### src/rtl/irqv_pkg.sv
package irqv_pkg;
  typedef enum logic [1:0] {
    BSZ_LARGE = 2'd0,
    BSZ_MID   = 2'd1,
    BSZ_SMALL = 2'd2,
    BSZ_MIN   = 2'd3
  } boot_size_e;
endpackage

### src/rtl/irqv_boot_map.sv
// Decodes the boot base from the size code and gates interrupts by section.
module irqv_boot_map #(
  parameter int unsigned PC_W    = 12,
  parameter int unsigned BASE_L  = 32'hC00,
  parameter int unsigned BASE_M  = 32'hE00,
  parameter int unsigned BASE_S  = 32'hF00,
  parameter int unsigned BASE_XS = 32'hF80
) (
  input  logic [1:0]      boot_size,
  input  logic [PC_W-1:0] pc,
  input  logic            vec_sel_boot,
  input  logic            lock_app,
  input  logic            lock_boot,
  output logic [PC_W-1:0] boot_base,
  output logic            gate_block
);
  import irqv_pkg::*;

  logic in_boot;

  always_comb begin
    case (boot_size_e'(boot_size))
      BSZ_LARGE: boot_base = PC_W'(BASE_L);
      BSZ_MID:   boot_base = PC_W'(BASE_M);
      BSZ_SMALL: boot_base = PC_W'(BASE_S);
      default:   boot_base = PC_W'(BASE_XS);
    endcase
  end

  assign in_boot    = (pc >= boot_base);
  assign gate_block = (vec_sel_boot & lock_app & ~in_boot) |
                      (~vec_sel_boot & lock_boot & in_boot);
endmodule

### src/rtl/irqv_prio.sv
// Fixed priority: the lowest eligible index wins.
module irqv_prio #(
  parameter int unsigned N     = 20,
  parameter int unsigned IDX_W = 5
) (
  input  logic [N-1:0]     elig,
  output logic [N-1:0]     grant,
  output logic [IDX_W-1:0] idx,
  output logic             any
);
  logic [N:0] seen;
  assign seen[0] = 1'b0;

  for (genvar i = 0; i < N; i++) begin : g_chain
    assign grant[i]  = elig[i] & ~seen[i];
    assign seen[i+1] = seen[i] | elig[i];
  end

  assign any = seen[N];

  always_comb begin
    idx = '0;
    for (int i = 0; i < N; i++) begin
      if (grant[i]) idx = idx | IDX_W'(i);
    end
  end
endmodule

### src/rtl/irq_vector_gen.sv
module irq_vector_gen #(
  parameter int unsigned PC_W    = 12,
  parameter int unsigned NUM_SRC = 20,
  parameter int unsigned BASE_L  = 32'hC00,
  parameter int unsigned BASE_M  = 32'hE00,
  parameter int unsigned BASE_S  = 32'hF00,
  parameter int unsigned BASE_XS = 32'hF80
) (
  input  logic               clk,
  input  logic               rst,
  input  logic [NUM_SRC-1:0] irq_req,
  input  logic [NUM_SRC-1:0] irq_enable,
  input  logic               global_ie,
  input  logic               block_irq,
  input  logic               vec_sel_boot,
  input  logic               fuse_boot_rst_n,
  input  logic [1:0]         boot_size,
  input  logic               lock_app,
  input  logic               lock_boot,
  input  logic [PC_W-1:0]    pc,
  output logic               vec_valid,
  output logic [PC_W-1:0]    vec_addr,
  output logic [NUM_SRC-1:0] irq_ack
);
  localparam int unsigned IDX_W = $clog2(NUM_SRC + 1);

  logic [PC_W-1:0]    boot_base;
  logic               gate_block;
  logic [NUM_SRC-1:0] elig;
  logic [NUM_SRC-1:0] grant;
  logic [IDX_W-1:0]   win_idx;
  logic               win_any;
  logic               rst_pend;
  logic               take;
  logic [PC_W-1:0]    slot_addr;
  logic [PC_W-1:0]    vec_target;
  logic [PC_W-1:0]    rst_target;

  irqv_boot_map #(
    .PC_W(PC_W), .BASE_L(BASE_L), .BASE_M(BASE_M),
    .BASE_S(BASE_S), .BASE_XS(BASE_XS)
  ) map_i (
    .boot_size    (boot_size),
    .pc           (pc),
    .vec_sel_boot (vec_sel_boot),
    .lock_app     (lock_app),
    .lock_boot    (lock_boot),
    .boot_base    (boot_base),
    .gate_block   (gate_block)
  );

  assign elig = irq_req & irq_enable;

  irqv_prio #(.N(NUM_SRC), .IDX_W(IDX_W)) prio_i (
    .elig  (elig),
    .grant (grant),
    .idx   (win_idx),
    .any   (win_any)
  );

  // One idle cycle after every strobe lets the acknowledged source drop.
  assign take = ~rst_pend & ~vec_valid & global_ie & ~block_irq &
                ~gate_block & win_any;

  assign slot_addr  = {{(PC_W-IDX_W){1'b0}}, win_idx} + PC_W'(1);
  assign vec_target = (vec_sel_boot ? boot_base : '0) + slot_addr;
  assign rst_target = fuse_boot_rst_n ? '0 : boot_base;

  always_ff @(posedge clk) begin
    if (rst) begin
      rst_pend  <= 1'b1;
      vec_valid <= 1'b0;
      vec_addr  <= '0;
      irq_ack   <= '0;
    end else begin
      irq_ack <= take ? grant : '0;
      if (rst_pend) begin
        rst_pend  <= 1'b0;
        vec_valid <= 1'b1;
        vec_addr  <= rst_target;
      end else if (take) begin
        vec_valid <= 1'b1;
        vec_addr  <= vec_target;
      end else begin
        vec_valid <= 1'b0;
      end
    end
  end
endmodule

### config.mk
export PLATFORM = sky130hd
export DESIGN_NAME = irq_vector_gen
export DESIGN_NICKNAME = d
export VERILOG_FILES = /design/src/rtl/irqv_pkg.sv /design/src/rtl/irqv_boot_map.sv /design/src/rtl/irqv_prio.sv /design/src/rtl/irq_vector_gen.sv
export SDC_FILE = /design/constraint.sdc
export NUM_CORES = 1
export LEC_CHECK = 0
export ABC_AREA = 1
export BUFFER_PORTS_ARGS = -buffer_cell sky130_fd_sc_hd__buf_4
export CAP_MARGIN = 20
export CORE_MARGIN = 8
export CORE_UTILIZATION = 25
export CTS_CLUSTER_DIAMETER = 200
export CTS_CLUSTER_SIZE = 10
export DETAILED_ROUTE_END_ITERATION = 6
export PLACE_DENSITY = 0.56
export SYNTH_ARGS = -nofsm -noshare
export SYNTH_HDL_FRONTEND = slang
export SYNTH_SLANG_ARGS = --single-unit
### constraint.sdc
create_clock -name clk -period 2.8 [get_ports clk]
set_input_delay 0.14 -clock clk [delete_from_list [all_inputs] [get_ports clk]]
set_output_delay 0.14 -clock clk [all_outputs]
set_load 0.03 [all_outputs]
## Yosys cells after proc, flatten, opt, wreduce, memory -nomap -nowiden

Index checks and enable logic that the tools add are counted.

| word-level totals | value |
|---|---|
| flip-flop bits (word level) | 34 |
| word-level logic and storage cells | 114 |
| output and inout bits | 33 |
| input bits | 62 |

| operators by class | value |
|---|---|
| $lt $le $gt $ge | 1 |
| equal/unequal tests | 2 |
| bitwise logic cells | 75 |
| reductions and logical operators | 3 |
| multiplexer cells | 27 |
| add/sub/neg operators | 2 |

Operators with widths:

| operator | count |
|---|---|
| 2-to-1 mux 12 bit | 4 |
| 2-to-1 mux 4 bit | 8 |
| case mux 10 bit (3 select lines) | 1 |
| AND 1 bit | 28 |
| NOT 1 bit | 26 |
| AND 20 bit | 1 |
| 2-to-1 mux 5 bit | 4 |
| OR 1 bit | 20 |
| adder 12 x 6 -> 12 bit | 1 |
| greater-or-equal comparator 12 bit | 1 |
| 2-to-1 mux 3 bit | 4 |
| adder 5 x 1 -> 6 bit (second input constant) | 1 |
| 2-to-1 mux 1 bit | 4 |
| 2-to-1 mux 2 bit | 2 |
| == test 2 x 1 -> 1 bit (second input constant) | 1 |
| == test 2 bit (second input constant) | 1 |
| zero test 2 bit | 1 |
| nonzero test 2 bit | 1 |
| OR reduction 2 bit | 1 |

## Longest topological paths before layout

Gate-level depths: netlist (run 1).

| logic depth | value |
|---|---|
| word-level depth | 26 |
| mapped depth | 18 |
| depth with buffers taken out | 18 |

## Hierarchy

Synthesis (run 1) repeated with hierarchy kept, for this count alone.

| unflattened totals | value |
|---|---|
| cells, all modules | 417 |
| area total of the unflattened synthesis | 2,567.5 µm² |

By module, submodules not included:

| module | instances | area each (µm²) | seq. area each (µm²) | cells an instance |
|---|---|---|---|---|
| irq_vector_gen | 1 | 1,833.0 | 680.7 | 283 |
| irqv_prio | 1 | 470.5 | 0.0 | 83 |
| irqv_boot_map | 1 | 264.0 | 0.0 | 51 |

## Least setup slack after synthesis (run 1)

No wires, ideal clock.

| path | value |
|---|---|
| kind | input -> register |
| start | input irq_req[1] |
| end | register vec_addr[4] |
| path buffers | 0 |
| setup slack | 802 ps |
| cell stages on the path | 18 |
| data arrival time | 1,926 ps |
| setup time | 72 ps |
| data required time | 2,728 ps |
| cell sequence | nand2_2 > nand3_4 > nor2_4 > nand4_4 > nor2_4 > nand4_4 > nor2_4 > nand4_4 > nor2_1 > nand3_1 > nand2_1 > inv_1 > nand2_1 > ha_1 > nand2_1 > o21ai_0 > nand2_1 > a21oi_1 |

| between the ends | value |
|---|---|
| cells in the longest elaborated chain, start to end | 26 |
| elaborated cells between the ends (all ways) | 82 |
| classes of those cells | 2 x add/sub; 21 x mux; 58 x bitwise; 1 x reduce/logical |

Ends and longest elaborated chain:

| item | RTL line | text |
|---|---|---|
| start: declaration | irq_vector_gen.sv:11 | `input logic [NUM_SRC-1:0] irq_req,` |
| AND 20 bit (*) | irq_vector_gen.sv:52 | `assign elig = irq_req & irq_enable;` |
| OR 1 bit | irqv_prio.sv:16 | `assign seen[i+1] = seen[i] \| elig[i];` |
| OR 1 bit / NOT 1 bit (equally long branches) | irqv_prio.sv:16, irqv_prio.sv:15 |  |
| NOT 1 bit, or another cell as far along | irqv_prio.sv:15 | `assign grant[i] = elig[i] & ~seen[i];` |
| AND 1 bit, or another cell as far along | irqv_prio.sv:15 |  |
| 2-to-1 mux 2 bit, or another cell as far along | irqv_prio.sv:24 | `if (grant[i]) idx = idx \| IDX_W'(i);` |
| 2-to-1 mux 3 bit, or another cell as far along (4 in a row) | irqv_prio.sv:24 |  |
| 2-to-1 mux 4 bit, or another cell as far along (8 in a row) | irqv_prio.sv:24 |  |
| 2-to-1 mux 5 bit, or another cell as far along (2 in a row) | irqv_prio.sv:24 |  |
| 2-to-1 mux 5 bit / AND 1 bit (equally long branches) | irqv_prio.sv:24, irqv_prio.sv:15 |  |
| 2-to-1 mux 5 bit | irqv_prio.sv:24 |  |
| adder 5 x 1 -> 6 bit | irq_vector_gen.sv:65 | `assign slot_addr = {{(PC_W-IDX_W){1'b0}}, win_idx} + PC_W'(1);` |
| adder 12 x 6 -> 12 bit | irq_vector_gen.sv:66 | `assign vec_target = (vec_sel_boot ? boot_base : '0) + slot_addr;` |
| 2-to-1 mux 12 bit | irq_vector_gen.sv:81 | `end else if (take) begin` |
| 2-to-1 mux 12 bit | irq_vector_gen.sv:77 | `if (rst_pend) begin` |
| end signal: assignment | irq_vector_gen.sv:80 | `vec_addr <= rst_target;` |
| end signal: assignment | irq_vector_gen.sv:83 | `vec_addr <= vec_target;` |
| end: declaration | irq_vector_gen.sv:22 | `output logic [PC_W-1:0] vec_addr,` |

Mark *: on every way between the ends. The rest lies on a longest branch, timed or not. The select of a mux whose other input is x is not followed.
A chain may end at the register's enable or synchronous reset.

## Final worst setup path (run 1)

| path | value |
|---|---|
| start | input irq_req[0] |
| end | register vec_addr[4] |

| between the ends | value |
|---|---|
| cells in the longest elaborated chain, start to end | 26 |
| elaborated cells between the ends (all ways) | 83 |
| classes of those cells | 2 x add/sub; 21 x mux; 59 x bitwise; 1 x reduce/logical |

Ends and longest elaborated chain:

| item | RTL line |
|---|---|
| AND 20 bit (*) | irq_vector_gen.sv:52 |
| NOT 1 bit / OR 1 bit (equally long branches) | irqv_prio.sv:15, irqv_prio.sv:16 |
| AND 1 bit, or another cell as far along | irqv_prio.sv:15 |
| 2-to-1 mux 1 bit, or another cell as far along | irqv_prio.sv:24 |
| 2-to-1 mux 2 bit, or another cell as far along (2 in a row) | irqv_prio.sv:24 |
| 2-to-1 mux 3 bit, or another cell as far along (4 in a row) | irqv_prio.sv:24 |
| 2-to-1 mux 4 bit, or another cell as far along (8 in a row) | irqv_prio.sv:24 |
| 2-to-1 mux 5 bit, or another cell as far along (2 in a row) | irqv_prio.sv:24 |
| 2-to-1 mux 5 bit / AND 1 bit (equally long branches) | irqv_prio.sv:24, irqv_prio.sv:15 |
| 2-to-1 mux 5 bit | irqv_prio.sv:24 |
| adder 5 x 1 -> 6 bit | irq_vector_gen.sv:65 |
| adder 12 x 6 -> 12 bit | irq_vector_gen.sv:66 |
| 2-to-1 mux 12 bit | irq_vector_gen.sv:81 |
| 2-to-1 mux 12 bit | irq_vector_gen.sv:77 |

Marked as above.

==> results.toml, run 1 <==
[synthesis]
yosysTopAreaCell = "dfxtp_1"
synth_cells = 219
synth_seq_cells = 32
syn_avg_cell_area_um2 = 7.55
synth.distinct_cells = 28
synthTopCellsByArea = "dfxtp_1 39%, nand2_1 10%, nor2_1 7.3%, inv_1 5.2%, nand3_1 4.2%"
synth_top_area_share_pct = 38.7
synth_edf_count = 0
synth_flop_cell = "dfxtp_1"
yosys_warnings = 0
synth-seq-area-share_pct = 38.7
async_flop_share_pct = 0
synth_nets = 285
netlist_area_mm2 = 0.00165

[setup_path]
crit_type = "in -> reg"
required_ps = 3010
r2r-start = "vec_valid$_SDFF_PP0_"
startpoint_type = "primary input"
r2r-end = "irq_ack[19]$_SDFF_PP0_"
arrival_ps = 2310
regToRegSetupSlack_ps = 1340
crit_chain = "buf_4 > nand2_2 > nand3_4 > nor2_4 > nand4_4 > nor2_4 > nand4_4 > nor2_4 > nand4_4 > nor2_1 > nand4_1 > nand2_1 > inv_1 > nand2_1 > ha_1 > nand2_1 > o21ai_0 > nand2_1 > a21oi_1"
worstPathMaxFanout = 5
crit_end = "vec_addr[4]$_SDFFE_PP0P_"
ff2ff_path_depth = 8
end_kind = "flop"
critPathLaunch = "irq_req[0]"
cpPeakStageDelay_ps = 190
crit_top_cell = "nand2_1"
cp_slowest_cell = "nor2_1"

[floorplanning]
placeableCoreArea_mm2 = 0.00639
die_h_um = 97.3
ioPinCount = 95
row_count = 29
die_area_mm2 = 0.00948
fp.dieW_um = 97.3
start_util_pct = 25.9

[placement]
hpwl_um = 4160
post-place-ws_ps = 431
gp_congestion = 0.739
portBuffers = 93

[job]
cap_violations = 0

[timing]
fin_skew_ps = 6.95
fin_crit_ps = 2100
maxSlewViolCount = 0
rsz0062_at_grt = "false"
max_clock_freq_ghz = 0.476
finalSetupViolations = 0
setup_tns_ps = 0
setup_slack_ps = 699
hold_violations = 0
finalCritPeriodShare_pct = 75.1

[clock_network]
post_cts_buffers = 0
htree_num_levels = 2
tritoncts = "yes"
numCtsBuffers = 5
clk_pin_slew_ps = 60
ctsResizeCount = 0
cts_hold_buf = 0
clock_latency_ps = 280
clk_path_buf_depth = 2
cts_sinks = 32
root_buffer = "clkbuf_8"

[global_routing]
antenna_found_initial = 0
grt_usage_pct = 10.5
first_global_vias = 1757
grt_overflow = 0
grt_pass1_wl_um = 8280
grt_max_degree = 14

[finish]
syn2layout_area_growth_pct = 52.0
layout-drive-gt1-share_pct = 39.7
fin_util_pct = 39.4
n_fill_cell = 695
fin_nets = 380
diodes = 0

[drt]
drc_errors = 0
drt_wl_total_um = 4840
dr.pass1.iters = 4
post_drt_wl_per_cell_um = 12.3
viasPerCell = 4.31
m1WireLength_um = 2020
dr_wl_met2_um = 2520
top_layer = "met4"
vias = 1689
drt_iter0_drc = 60
wl_met3_um = 252
ant_nets = 0

[power_and_ir_drop]
p_per_area_mw_per_mm2 = 436
power.total_uw = 1100
p_leak_uw = 0.00124
peakVddDrop_mv = 0.233

[min_path]
worstHoldPathType = "in -> reg"

[outcome]
outcome = "finished, final reports clean"
-- through the flow --
step,area [um2],std cells,hold WS [ps]
floorplan,1650,219,168
global placement,2410,384,392
detailed placement,2410,384,394
CTS,2510,392,96.5
global route,2510,392,94.1
finish,2510,392,102
-- layout make-up --
type | count | area, um2 | share of cell area, %
Clock inverter | 2 | 35.0 | 1.39
Tap cell | 77 | 96.3 | 3.83
Sequential cell | 32 | 641 | 25.5
Timing Repair Buffer | 94 | 706 | 28.1
Inverter | 24 | 90.1 | 3.58
Multi-Input combinational cell | 157 | 875 | 34.8
Clock buffer | 6 | 72.6 | 2.89
-- report_power, final --
| part | switching [uW] | total [uW] | internal [uW] |
|---|---|---|---|
| sequential | 3.47 | 465 | 461 |
| clock | 166 | 430 | 264 |
| combinational | 103 | 201 | 97.6 |
| total | 273 | 1100 | 823 |
-- cell usage after synthesis, types with 4 or more instances --
cell type and number:
a21oi_1 7, a21oi_2 5, dfxtp_1 32, ha_1 4, inv_1 23, nand2_1 46, nand2_2 7, nand3_1 14
nand3b_1 4, nand4_1 7, nor2_1 32, nor3_1 9, nor4_1 4
-- flip-flops by register name, indices dropped and copies added, names as in the netlist --
register   cells
rst_pend       1
irq_ack       20
vec_addr      10
vec_valid      1
-- layer usage --
metal  track usage [%]  vias up
li1                  -      904
met1              11.5      737
met2              18.6       43
met3              3.13        5
met4              3.85        0
met5                 0        -
-- cells by family (layout without fill, tap and decap cells) --
kind of cell             after synthesis  in the layout  synth area share (%)
flip-flops                            32             32                  38.7
other                                  1              1                 0.227
buffers and inverters                 30            126                  8.40
adder cells (fa/ha/maj)                4              4                  3.03
AO/OA/AOI/OAI                         17             17                  6.81
AND/OR/NAND/NOR                      135            135                  42.8
-- worst min-delay path by stage --
stage	slack (ps)	startpoint	to	cells past startpoint
after detailed placement	390	rst	rst_pend$_DFF_P_	1
after global placement	390	rst	rst_pend$_DFF_P_	1
after floorplan	170	rst	rst_pend$_DFF_P_	0
after global routing	90	rst	rst_pend$_DFF_P_	1
final	100	rst	rst_pend$_DFF_P_	1
after CTS	100	rst	rst_pend$_DFF_P_	1
-- cells in the final DEF, fill, tap and decap left out, types with 5 or more instances in the layout --
cell type | Yosys | final
buf_4 | 3 | 94
nand2_1 | 46 | 46
nor2_1 | 32 | 32
dfxtp_1 | 32 | 32
inv_1 | 23 | 23
nand3_1 | 14 | 14
nor3_1 | 9 | 9
nand2_2 | 7 | 7
nand4_1 | 7 | 7
a21oi_1 | 7 | 7
a21oi_2 | 5 | 5
clkbuf_8 | 0 | 5
-- worst max-delay path: cells and delay by family --
kind            cells  cell delay [ps]
buf+inv             2              160
fa+ha+maj           1              160
simple gates       14             1580
compound gates      2              280
(Power assumes the default switching activity.)
==> run 2, diff against run 1 <==
- ABC_AREA: 1 -> 0
- clock period: 2.8 -> 2.2 ns (I/O delays scaled with it)
==> results.toml, run 2 <==
[finish]
mostFrequentLayoutCell = "buf_4"
fin_util_pct = 42.1
largest_register = "irq_ack"
mostFrequentLayoutCells = "102 x buf_4, 32 x dfxtp_1, 24 x nand2_1"
fin_nets = 348
largest_reg_flops = 20
top_regs = "irq_ack: 20 flops, vec_addr: 10 flops"
layout-drive-gt1-share_pct = 44.2
diodes = 0
n_fill_cell = 627
syn2layout_area_growth_pct = 61.0

[synthesis]
synthTopCellsByArea = "dfxtp_1 41%, nand2_1 5.8%, a22oi_1 4.3%, ha_1 3.2%, nand3_1 2.9%"
synth_nets = 245
synth_seq_cells = 32
yosysTopAreaCell = "dfxtp_1"
synth.distinct_cells = 48
synth_cells = 179
synth_xor_xnor_area_share_pct = 0.562
synth_most_common_cell = "dfxtp_1"
ys_top_cells_by_count = "32 x dfxtp_1, 24 x nand2_1, 12 x nor2_1"
async_flop_share_pct = 0
syn_avg_cell_area_um2 = 8.70
synth-compound-area-share_pct = 18.6
synth_flop_cell = "dfxtp_1"
synthMuxAreaShare_pct = 0
synth_top_family_by_area = "simple AND/OR/NAND/NOR gates"
yosys_warnings = 0
synthSimpleGateAreaFrac_pct = 32.9
synth_edf_count = 0
synth_top_area_share_pct = 41.1
netlist_area_mm2 = 0.00156
synth_adder_area_share_pct = 3.21
synth-seq-area-share_pct = 41.1

[floorplanning]
fp.dieW_um = 94.9
start_util_pct = 26.2
ioPinCount = 95
row_count = 28
die_h_um = 94.9
die_area_mm2 = 0.00901
placeableCoreArea_mm2 = 0.00596

[clock_network]
clock_latency_ps = 280
root_buffer = "clkbuf_8"
htree_num_levels = 2
cts_sinks = 32
clk_path_buf_depth = 2
clk_pin_slew_ps = 70
cts_hold_buf = 0
numCtsBuffers = 5
tritoncts = "yes"

[global_routing]
grt_overflow = 0
antenna_found_initial = 0
grt_max_degree = 14
grt_usage_pct = 11.1
first_global_vias = 1731
grt_pass1_wl_um = 8010

[timing]
fin_skew_ps = 8.42
hold_violations = 0
maxSlewViolCount = 0
finalCritPeriodShare_pct = 92.0
fin_crit_ps = 2020
worst_pin_slew_ps = 568
finalSetupViolations = 0
rsz0062_at_grt = "false"
relSlewSlack_pct = 61.8
max_clock_freq_ghz = 0.494
setup_slack_ps = 177

[drt]
viasPerCell = 4.66
dr_wl_met2_um = 2350
drc_errors = 0
ant_nets = 0
drt_iter0_drc = 45
post_drt_wl_per_cell_um = 14.5
m1WireLength_um = 2140
top_layer = "met4"
vias = 1670
drt_wl_total_um = 5200
wl_met3_um = 646
dr.pass1.iters = 4

[power_and_ir_drop]
power.total_uw = 1410
switching_share_pct = 24.7
peakVddDrop_mv = 0.249
power.share.clock_pct = 38.8
internal_power_uw = 1060
pwr-share-seq_pct = 41.9
p_comb_share_pct = 19.4
p_per_area_mw_per_mm2 = 563
switchingPower_uw = 350
p_leak_uw = 0.00113

[setup_path]
end_kind = "flop"
crit_type = "in -> reg"
worstPathMaxFanout = 10
critPathLaunch = "boot_size[1]"
regToRegSetupSlack_ps = 240
r2r-end = "irq_ack[19]$_SDFF_PP0_"
arrival_ps = 2210
ff2ff_path_depth = 5
crit_end = "irq_ack[19]$_SDFF_PP0_"
required_ps = 2380
startpoint_type = "primary input"
r2r-start = "rst_pend$_DFF_P_"

[placement]
hpwl_um = 4410
post-place-ws_ps = -174
gp_congestion = 0.783
portBuffers = 93

[job]
cap_violations = 0

[min_path]
worstHoldPathType = "in -> reg"

[outcome]
outcome = "finished, final reports clean"
[run 2: changes by cell type in the layout (fill, tap and decap cells not counted), moves of 4 or more]
cell,delta
nor2_2,+4
a22o_1,+4
buf_4,+8
nand3_1,-5
nand2_2,-7
and2_1,+4
nand3b_1,-4
inv_1,-18
nand2_1,-22
a22oi_1,+9
or3b_1,+4
a21oi_2,-4
nor2_1,-20
[run 2: repair_timing]
| item | CTS | global route |
|---|---|---|
| gates resized for setup | 0 | 3 |
| setup endpoints to repair | 0 | 11 |
| hold endpoints to repair | 0 | 0 |
| buffers inserted | 0 | 0 |
[run 2: cells by family after synthesis]
logic type               Yosys count
buffers and inverters             11
XOR/XNOR                           1
AO/OA/AOI/OAI                     38
adder cells (fa/ha/maj)            4
other                              1
AND/OR/NAND/NOR                   92
flip-flops                        32
[run 2: per-stage QoR]
stage | hold slack, ps | TNS [ps] | instance area, um2 | std cells
2_1_floorplan | 138 | 0 | 1560 | 179
5_1_grt | 31.1 | 0 | 2510 | 358
3_3_place_gp | 313 | -1840 | 2380 | 350
4_1_cts | 20.1 | 0 | 2490 | 358
6_report | 26.2 | 0 | 2510 | 358
3_5_place_dp | 316 | -3280 | 2380 | 350
[run 2: worst min-delay path by stage]
stage | from | end | slack, ps | depth (start not counted)
2_1_floorplan | rst | rst_pend$_DFF_P_ | 140 | 0
3_3_place_gp | rst | rst_pend$_DFF_P_ | 310 | 1
3_5_place_dp | rst | rst_pend$_DFF_P_ | 320 | 1
4_1_cts | rst | rst_pend$_DFF_P_ | 20 | 1
5_1_grt | rst | rst_pend$_DFF_P_ | 30 | 1
6_report | rst | rst_pend$_DFF_P_ | 30 | 1
[run 2: layer usage]
| metal | up-vias | global-route usage, % |
|---|---|---|
| li1 | 869 | - |
| met1 | 733 | 12.1 |
| met2 | 63 | 18.1 |
| met3 | 5 | 6.11 |
| met4 | 0 | 3.51 |
| met5 | - | 0 |
[run 2: power by group through the flow]
stage / clock network (uW) / registers [uW] / logic, uW
6_report: 548 / 591 / 274
5_1_grt: 585 / 592 / 302
4_1_cts: 564 / 591 / 274
2_1_floorplan: 0 / 618 / 112
3_5_place_dp: 0 / 604 / 273
3_3_place_gp: 0 / 605 / 272
[run 2: layout make-up]
type / count / area [um2] / area share, %
Clock buffer: 6 / 72.6 / 2.89
Clock inverter: 2 / 35.0 / 1.40
Inverter: 5 / 18.8 / 0.748
Multi-Input combinational cell: 136 / 882 / 35.2
Sequential cell: 32 / 641 / 25.5
Tap cell: 75 / 93.8 / 3.74
Timing Repair Buffer: 102 / 766 / 30.5
[run 2: worst max-delay path: stages]
cell and delay, ps:
buf_4 110, or2_2 300, inv_1 60, ha_1 220
o21a_1 100, o211ai_1 230, nor4b_2 120, or4_4 570
buf_4 200, nor4_1 180
==> run 3, diff against run 2 <==
- RECOVER_POWER: unset -> 25
==> results.toml, run 3 (same netlist as run 2, synthesis figures left out) <==
[finish]
diodes = 0
stdcell_area_mm2 = 0.00245
mostFrequentLayoutCells = "86 x buf_4, 32 x dfxtp_1, 24 x nand2_1"
largest_reg_flops = 20
top_regs = "irq_ack: 20 flops, vec_addr: 10 flops"
largest_register = "irq_ack"
syn2layout_area_growth_pct = 57.2
multiInputGateArea_um2 = 882
n_fill_cell = 639
mostFrequentLayoutCell = "buf_4"
fin_nets = 348
layout-drive-gt1-share_pct = 38.5
seq_area_um2 = 641

[timing]
setup_tns_ps = 0
hold_violations = 0
relSlewSlack_pct = 61.8
fin_crit_ps = 2020
worst_pin_slew_ps = 568
maxSlewViolCount = 0
max_clock_freq_ghz = 0.495
setup_slack_ps = 178
finalCritPeriodShare_pct = 91.9
rsz0062_at_grt = "false"
finalSetupViolations = 0
whs_ps = 79.8
fin_skew_ps = 8.63

[clock_network]
cts_sinks = 32
numCtsBuffers = 5
ctsResizeCount = 0
clk_path_buf_depth = 2
tritoncts = "yes"
clock_latency_ps = 280
htree_num_levels = 2
cts_hold_buf = 0
post_cts_buffers = 0
clk_pin_slew_ps = 70
root_buffer = "clkbuf_8"

[setup_path]
r2r-start = "rst_pend$_DFF_P_"
ff2ff_path_depth = 5
crit_type = "in -> reg"
required_ps = 2380
regToRegSetupSlack_ps = 240
end_kind = "flop"
worstPathMaxFanout = 10
arrival_ps = 2200
startpoint_type = "primary input"
r2r-end = "irq_ack[19]$_SDFF_PP0_"

[power_and_ir_drop]
internal_power_uw = 1060
p_comb_share_pct = 19.3
p_leak_uw = 0.00106
peakVddDrop_mv = 0.249
pwr-share-seq_pct = 41.9
switching_share_pct = 24.8
power.share.clock_pct = 38.8
p_per_area_mw_per_mm2 = 577
switchingPower_uw = 350
power.total_uw = 1410

[global_routing]
first_global_vias = 1731
antenna_found_initial = 0
grt_max_degree = 14
grt_overflow = 0
grt_usage_pct = 11.1
grt_pass1_wl_um = 8010

[min_path]
hold_path_startpoint = "irq_enable[18]"
worstHoldPathType = "in -> reg"
min_path_cells = 3
min_to = "irq_ack[18]$_SDFF_PP0_"

[placement]
gp_congestion = 0.783
post-place-ws_ps = -174
portBuffers = 93
hpwl_um = 4410
placed_cell_area_mm2 = 0.00238

[floorplanning]
die_h_um = 94.9
die_area_mm2 = 0.00901
ioPinCount = 95
placeableCoreArea_mm2 = 0.00596
row_count = 28
start_util_pct = 26.2
fp.dieW_um = 94.9

[drt]
drt_iter0_drc = 49
drt_wl_total_um = 5210
drc_errors = 0
vias = 1678
ant_nets = 0
viasPerCell = 4.69
dr.pass1.iters = 4
post_drt_wl_per_cell_um = 14.5

[job]
cap_violations = 0

[outcome]
outcome = "finished, final reports clean"
[run 3: layout make-up]
class	count	share of cell area, %
clock buffers	6	2.96
clock inverters	2	1.43
inverters	5	0.766
multi-input cells	136	36.0
repair buffers	102	28.8
well taps	75	3.83
flip-flops and latches	32	26.2
[run 3: worst max-delay path by stage]
stage	start	endpoint	slack, ps	depth (start not counted)
after floorplan	boot_size[1]	irq_ack[6]$_SDFF_PP0_	100	10
after global placement	boot_size[1]	irq_ack[19]$_SDFF_PP0_	-110	10
after detailed placement	boot_size[1]	irq_ack[17]$_SDFF_PP0_	-170	10
after CTS	boot_size[0]	vec_addr[3]$_SDFFE_PP0P_	100	9
after global routing	boot_size[1]	irq_ack[10]$_SDFF_PP0_	8	10
final	boot_size[1]	irq_ack[19]$_SDFF_PP0_	180	10
[run 3: metal layers]
layer | vias to the layer above | wire length [um] | global-route usage, % | share of wire, %
li1 | 870 | - | - | -
met1 | 738 | 2160 | 12.1 | 42
met2 | 65 | 2350 | 18.1 | 45
met3 | 5 | 646 | 6.11 | 12
met4 | 0 | 51 | 3.51 | 0.98
met5 | - | 0 | 0 | 0
[run 3: worst max-delay path, stage by stage]
cell and delay [ps]:
buf_4 110, or2_2 300, inv_1 60, ha_1 220, o21a_1 100, o211ai_1 230
nor4b_2 120, or4_4 570, buf_4 200, nor4_1 180
[run 3: metrics by stage]
step / utilization [%] / cells
3_5_place_dp: 40.0 / 350
3_3_place_gp: 40.0 / 350
6_report: 41.1 / 358
4_1_cts: 41.8 / 358
5_1_grt: 41.1 / 358
2_1_floorplan: - / 179
[run 3: power by group through the flow]
stage,logic (uW),clock network [uW],registers [uW]
finish,273,548,591
global route,300,585,592
CTS,274,564,591
detailed placement,273,0,604
global placement,272,0,605
floorplan,112,0,618
